`config.mk`:
```
export PLATFORM = sky130hd
export DESIGN_NAME = tdm_serial_port
export DESIGN_NICKNAME = d
export VERILOG_FILES = /design/src/rtl/tdm_serial_port.sv
export SDC_FILE = /design/constraint.sdc
export NUM_CORES = 1
export LEC_CHECK = 0
export BUFFER_PORTS_ARGS = -buffer_cell sky130_fd_sc_hd__buf_2
export CAP_MARGIN = 20
export CORE_MARGIN = 4
export CORE_UTILIZATION = 60
export CTS_BUF_LIST = sky130_fd_sc_hd__clkbuf_2 sky130_fd_sc_hd__clkbuf_4 sky130_fd_sc_hd__clkbuf_8
export DETAILED_ROUTE_END_ITERATION = 6
export PLACE_DENSITY_LB_ADDON = 0.05
export RECOVER_POWER = 50
export SLEW_MARGIN = 20
export SYNTH_ARGS = -nofsm -noshare
export SYNTH_HDL_FRONTEND = slang
export SYNTH_SLANG_ARGS = --single-unit
export TNS_END_PERCENT = 20
```
`constraint.sdc`:
```
create_clock -name clk -period 8.5 [get_ports clk]
set_input_delay 1.7 -clock clk [delete_from_list [all_inputs] [get_ports clk]]
set_output_delay 1.7 -clock clk [all_outputs]
set_load 0.01 [all_outputs]
```
`src/rtl/tdm_serial_port.sv`:
```
module tdm_serial_port #(
  parameter int MAX_SLOTS = 8,
  parameter int DATA_W    = 32,
  parameter int MAX_FRAME = 256,
  parameter int BCLK_HALF = 2
) (
  input  logic                             clk,
  input  logic                             rst_n,
  input  logic                             master_i,
  input  logic                             mode_b_i,
  input  logic [$clog2(MAX_SLOTS+1)-1:0]   num_slots_i,
  input  logic [$clog2(DATA_W+1)-1:0]      slot_bits_i,
  input  logic [$clog2(MAX_FRAME+1)-1:0]   frame_bits_i,
  input  logic [MAX_SLOTS-1:0]             tx_own_i,
  input  logic [MAX_SLOTS-1:0]             rx_own_i,
  input  logic                             bclk_i,
  input  logic                             fsync_i,
  output logic                             bclk_o,
  output logic                             fsync_o,
  output logic                             tx_sd_o,
  output logic                             tx_oe_o,
  input  logic                             rx_sd_i,
  output logic [$clog2(MAX_SLOTS)-1:0]     tx_slot_o,
  input  logic [DATA_W-1:0]                tx_word_i,
  output logic                             tx_take_o,
  output logic [DATA_W-1:0]                rx_word_o,
  output logic [$clog2(MAX_SLOTS)-1:0]     rx_slot_o,
  output logic                             rx_valid_o,
  output logic                             frame_err_o
);
  localparam int SW = $clog2(MAX_SLOTS+1);
  localparam int IW = $clog2(MAX_SLOTS);
  localparam int FW = $clog2(MAX_FRAME+1);
  localparam int BW = $clog2(DATA_W+1);
  localparam int DW = $clog2(BCLK_HALF+1);
  localparam logic [BW-1:0] DATA_W_B = BW'(DATA_W);

  logic [DW-1:0]     div_q;
  logic              bclk_q, bclk_in_q, resync_q, oe_q;
  logic [FW-1:0]     pos_q, n_pos;
  logic [SW-1:0]     slot_q, n_slot;
  logic [BW-1:0]     bit_q, n_bit;
  logic [DATA_W-1:0] tx_sh_q, rx_sh_q, rx_nxt;

  wire tick = master_i && (div_q == DW'(BCLK_HALF-1));
  wire rise = master_i ? (tick && !bclk_q) : (bclk_i && !bclk_in_q);
  wire fall = master_i ? (tick && bclk_q)  : (!bclk_i && bclk_in_q);

  wire [FW-1:0] last_pos = frame_bits_i - FW'(1);
  wire [BW-1:0] last_bit = slot_bits_i - BW'(1);
  wire          pre      = &pos_q;
  wire          sync_ok  = mode_b_i ? (pos_q == '0) : (pos_q == last_pos || pre);
  wire          sync_in  = !master_i && rise && fsync_i;

  wire n_txown = (n_slot < num_slots_i) && tx_own_i[n_slot[IW-1:0]];
  wire c_rxown = (slot_q < num_slots_i) && rx_own_i[slot_q[IW-1:0]];

  always_comb begin
    n_pos  = pos_q;
    n_slot = slot_q;
    n_bit  = bit_q;
    if (resync_q) begin
      n_pos  = mode_b_i ? FW'(1) : '0;
      n_slot = (mode_b_i && slot_bits_i == BW'(1)) ? SW'(1) : '0;
      n_bit  = (mode_b_i && slot_bits_i != BW'(1)) ? BW'(1) : '0;
    end else if (pre || pos_q >= last_pos) begin
      n_pos  = '0;
      n_slot = '0;
      n_bit  = '0;
    end else begin
      n_pos = pos_q + FW'(1);
      if (bit_q == last_bit) begin
        n_bit  = '0;
        n_slot = (slot_q == SW'(MAX_SLOTS)) ? slot_q : slot_q + SW'(1);
      end else begin
        n_bit = bit_q + BW'(1);
      end
    end
  end

  assign rx_nxt    = (bit_q == '0) ? DATA_W'(rx_sd_i) : {rx_sh_q[DATA_W-2:0], rx_sd_i};
  assign bclk_o    = master_i && bclk_q;
  assign fsync_o   = master_i && (mode_b_i ? (pos_q == '0) : (pos_q == last_pos || pre));
  assign tx_oe_o   = oe_q;
  assign tx_sd_o   = oe_q && tx_sh_q[DATA_W-1];
  assign tx_slot_o = n_slot[IW-1:0];
  assign tx_take_o = fall && (n_bit == '0) && n_txown;

  always_ff @(posedge clk or negedge rst_n) begin
    if (!rst_n) begin
      div_q       <= '0;
      bclk_q      <= 1'b0;
      bclk_in_q   <= 1'b0;
      resync_q    <= 1'b0;
      pos_q       <= '1;
      slot_q      <= '1;
      bit_q       <= '0;
      oe_q        <= 1'b0;
      tx_sh_q     <= '0;
      rx_sh_q     <= '0;
      rx_word_o   <= '0;
      rx_slot_o   <= '0;
      rx_valid_o  <= 1'b0;
      frame_err_o <= 1'b0;
    end else begin
      div_q       <= tick || !master_i ? '0 : div_q + DW'(1);
      bclk_in_q   <= bclk_i;
      rx_valid_o  <= 1'b0;
      frame_err_o <= 1'b0;
      if (tick) bclk_q <= !bclk_q;
      if (rise) begin
        if (sync_in) begin
          resync_q    <= 1'b1;
          frame_err_o <= !sync_ok;
        end
        if (c_rxown) begin
          rx_sh_q <= rx_nxt;
          if (bit_q == last_bit) begin
            rx_valid_o <= 1'b1;
            rx_word_o  <= rx_nxt;
            rx_slot_o  <= slot_q[IW-1:0];
          end
        end
      end
      if (fall) begin
        resync_q <= 1'b0;
        pos_q    <= n_pos;
        slot_q   <= n_slot;
        bit_q    <= n_bit;
        oe_q     <= n_txown;
        tx_sh_q  <= (n_bit == '0) ? (tx_word_i << (DATA_W_B - slot_bits_i)) : (tx_sh_q << 1);
      end
    end
  end
endmodule

```
==> metrics.md <==
| Metric | Value |
|---|---|
| Setup TNS Final | 0 ns |
| Resized Gates After CTS | 0 |
| Cell Area, Synth | between 0.007 and 0.008 mm² |
| Port Buffers | between 100 and 150 |
| RSZ-0062 raised after global routing | false |
| R2r startpoint | pos_q[0]$_DFFE_PN1P_ |
| M3 GR Usage | 0.04378 |
| CTS tree | built |
| Max cap viols | 2 |
| Crit path from | slot_bits_i[0] |
| CTS root buffer | clkbuf_8 |
| Cell taking the most area after synthesis | dfrtp_1 |
| Initial antenna violation count | 0 |
| Sequential Power Share | 0.412 |
| NetSw | about 0.77 mW |
| #FFs+latches synth | 125 |
| Worst Path Required | between 6 and 7 ns |
| Top cell type's share of synthesized area | 0.3561 |
| Highest Clock Rate | 135.3 MHz |
| Height of the chip | 122.5 µm |
| Row count | 41 |
| Synth Flop Type | dfrtp_1 |
| Nets | approximately 1100 |
| VDD IR max | approximately 0.00017 V |
| WL final | roughly 19000 µm |
| Worst skew pair latency | between 0.4 and 0.5 ns |
| Sequential fraction of the synthesis area | 0.3995 |
| Total CTS buffers | 17 |
| Starting density of the core | 0.6186 |
| Gr usage total | 0.2634 |
| DR vias/cell | 5.999 |
| LEAKAGE | 3.893 nW |
| Mapped Avg Cell Area | 8.744 µm² |
| Fill count | roughly 1100 |
| Ranking of synthesized cells by area | dfrtp_1 36%, nand2_1 10%, o21ai_0 9.1% |
| Yosys warns | 0 |
| Number of global-route vias before repair | 6771 |
| H-tree levels | 4 |
| Placer Congestion | approximately 0.97 |
| CP Class | input pin to primary output |
| Reg2Reg Depth | 14 |
| Final setup viols | 0 |
| First-pass GRT wire length | between 30000 and 40000 µm |
| Max clock buf depth | 2 |
| GR Util met2 | 0.4476 |
| Hold Buf Count CTS | 0 |
| Clock network fraction of design power | 0.268 |
| CP max FO | 24 |
| GRT overflow | 0 |
| Placed instance area | between 0.008 and 0.009 mm² |
| Tcrit/Tclk final | 0.8693 |
| Asr flop ratio synth | 1.000 |
| Violated checks | capacitance limit, slew limit |
| Rel. slew slack | -1.258 |
| Clk pin slew, worst setup/hold paths | around 0.080 ns |
| Antenna cells | 0 |
| Die width | around 120 µm |
| Reg2Reg Setup Slack | between 4 and 5 ns |
| Post-synth EDFFs | 0 |
| Path category of the worst min-delay check | flop to flop |
| Reg2reg end | tx_oe_o$_DFFE_PN0P_ |
| Worst EP arrival | ~5.7 ns |
| Area of the multi-input gates | between 0.004 and 0.005 mm² |
| Slowest stage delay, CP | just under 0.9 ns |
| Final instance area | around 0.0089 mm² |
| FF/Latch Area | between 0.003 and 0.004 mm² |
| Initial DRC Count | 863 |
| Post-synthesis cell type count | 64 |
| Drt pass-1 iters | 7 |
| Core box area | roughly 0.013 mm² |
| # DRC | 0 |
| Final ANT Viol Nets | 0 |
| Setup Skew | 0.01356 ns |
| CP cell instances | buf_2, inv_1, ha_1, xnor2_2, xnor2_1, or4b_4, or3b_4, a21oi_4, ha_1, inv_1, a31oi_1, o311a_1, a2111oi_2, buf_2 |
| Final HPWL from detailed placement | between 10000 and 15000 µm |
| Final min period | 7.389 ns |
| Worst setup SP type | input pin |
| Slowest-stage cell, CP | xnor2_2 |
| Largest net degree at the start of global routing | 72 |
| Internal power | roughly 1.3 mW |
| Status | complete, but fails checks |
| Routed wire per std cell | roughly 16 µm |
| Vias | ~7000 |
| Worst slew pin tran | 3.387 ns |
| Syn-to-layout area delta | 13.58% |
| Clk sink count | around 130 |
| DIE AREA | 0.01501 mm² |
| Combinational power share | 0.320 |
| Critical Path End | tx_take_o |
| # Post-CTS Setup Buffers | 0 |
| Cells after Synth | 900 |
| Syn Nets | approximately 1000 |
| Busiest metal layer after global routing | met2 |
| Most frequent cells after synthesis | 217 x nand2_1, 143 x o21ai_0, 112 x dfrtp_1 |
| Most frequent cell after synthesis | nand2_1 |
| IO Pins | 119 |
| Ratio of cells with drive above 1 in the final layout | 0.1812 |
| Met1 GRT Util | 0.3435 |
| Max Slew Vio Count | around 130 |
| Switch share | 0.3679 |
| Pwr dens | between 200 and 250 mW/mm² |
| Fin. Hold Viols | 0 |
| CP endpoint kind | primary output |
power groups by stage:
stage / logic (mW) / registers (mW) / clock network (mW)
finish: 0.668 / 0.858 / 0.559
global route: 0.757 / 0.876 / 0.600
global placement: 0.638 / 0.858 / 0
CTS: 0.669 / 0.855 / 0.575
floorplan: 0.500 / 0.832 / 0
detailed placement: 0.665 / 0.867 / 0
logic make-up (layout without fill, tap and decap cells):
group | after synthesis | in the layout | share of synthesized area
buf+inv | 86 | 185 | 0.04324
xor+xnor | 22 | 22 | 0.02544
compound gates | 232 | 232 | 0.1731
mux | 64 | 64 | 0.1234
fa+ha+maj | 25 | 25 | 0.03975
flops | 125 | 125 | 0.3995
simple gates | 346 | 346 | 0.1955
flip-flops by register name, summed over array words and instances, names as in the netlist:
name	cells
rx_word_o	32
tx_sh_q	32
rx_sh_q	31
pos_q	9
bit_q	6
slot_q	4
rx_slot_o	3
div_q	2
bclk_in_q	1
bclk_q	1
frame_err_o	1
resync_q	1
rx_valid_o	1
tx_oe_o	1
layer usage:
metal / vias up / routed length [µm]
li1: 3367 / -
met1: 3362 / 8192
met2: 261 / 9650
met3: 35 / 1075
met4: 0 / 357
met5: - / 0
cell usage in the layout, fill, tap and decap left out, drive strengths merged, types with 5 or more instances in the layout:
master  instances
o221ai          6
clkinv          5
xnor2          13
dfrtp         112
or2             8
a31oi          12
nor2           41
nor3           15
buf            86
ha             25
or4             5
nand2         217
nor3b           6
o211ai         11
xor2            9
inv            29
a21oi          23
clkbuf         60
and3            9
nand3          21
mux4           26
dfstp          13
mux2i          34
o21ai         145
per-stage QoR:
| stage | util | cells | hold slack, ns | total power, mW | worst slack [ns] |
|---|---|---|---|---|---|
| after detailed placement | 0.6725 | 1139 | 0.4268 | 1.532 | 1.147 |
| after global routing | 0.7026 | 1171 | 0.4632 | 2.233 | 0.5644 |
| final | 0.7026 | 1171 | 0.4355 | 2.086 | 1.111 |
| after global placement | 0.6725 | 1139 | 0.4203 | 1.497 | 1.283 |
| after floorplan | - | 900 | 0.4087 | 1.332 | 0.9531 |
| after CTS | 0.7060 | 1171 | 0.4382 | 2.099 | 1.135 |
how the worst min path moves through the flow:
stage | from | endpoint | cells after the start
after floorplan | div_q[0]$_DFF_PN0_ | div_q[0]$_DFF_PN0_ | 1
after global placement | div_q[0]$_DFF_PN0_ | div_q[0]$_DFF_PN0_ | 1
after detailed placement | div_q[0]$_DFF_PN0_ | div_q[0]$_DFF_PN0_ | 1
after CTS | div_q[0]$_DFF_PN0_ | div_q[0]$_DFF_PN0_ | 1
after global routing | div_q[0]$_DFF_PN0_ | div_q[0]$_DFF_PN0_ | 1
final | div_q[0]$_DFF_PN0_ | div_q[0]$_DFF_PN0_ | 1
layout make-up:
type                    instances  share of cell area
clock inverters                14             0.02002
multi-input cells             689              0.4976
repair buffers                128             0.06831
flip-flops and latches        125              0.3518
inverters                      25             0.01050
clock buffers                  18             0.02772
well taps                     172             0.02408
critical path: cells and delay by family:
family                     cells  cell delay (ns)
xor gates and xnor gates       2             0.99
AOI/OAI and AO/OA              4             0.97
adders and majority gates      2             0.59
and+or+nand+nor                2             0.97
buffers and inverters          4             0.45
(Power assumes the default switching activity.)
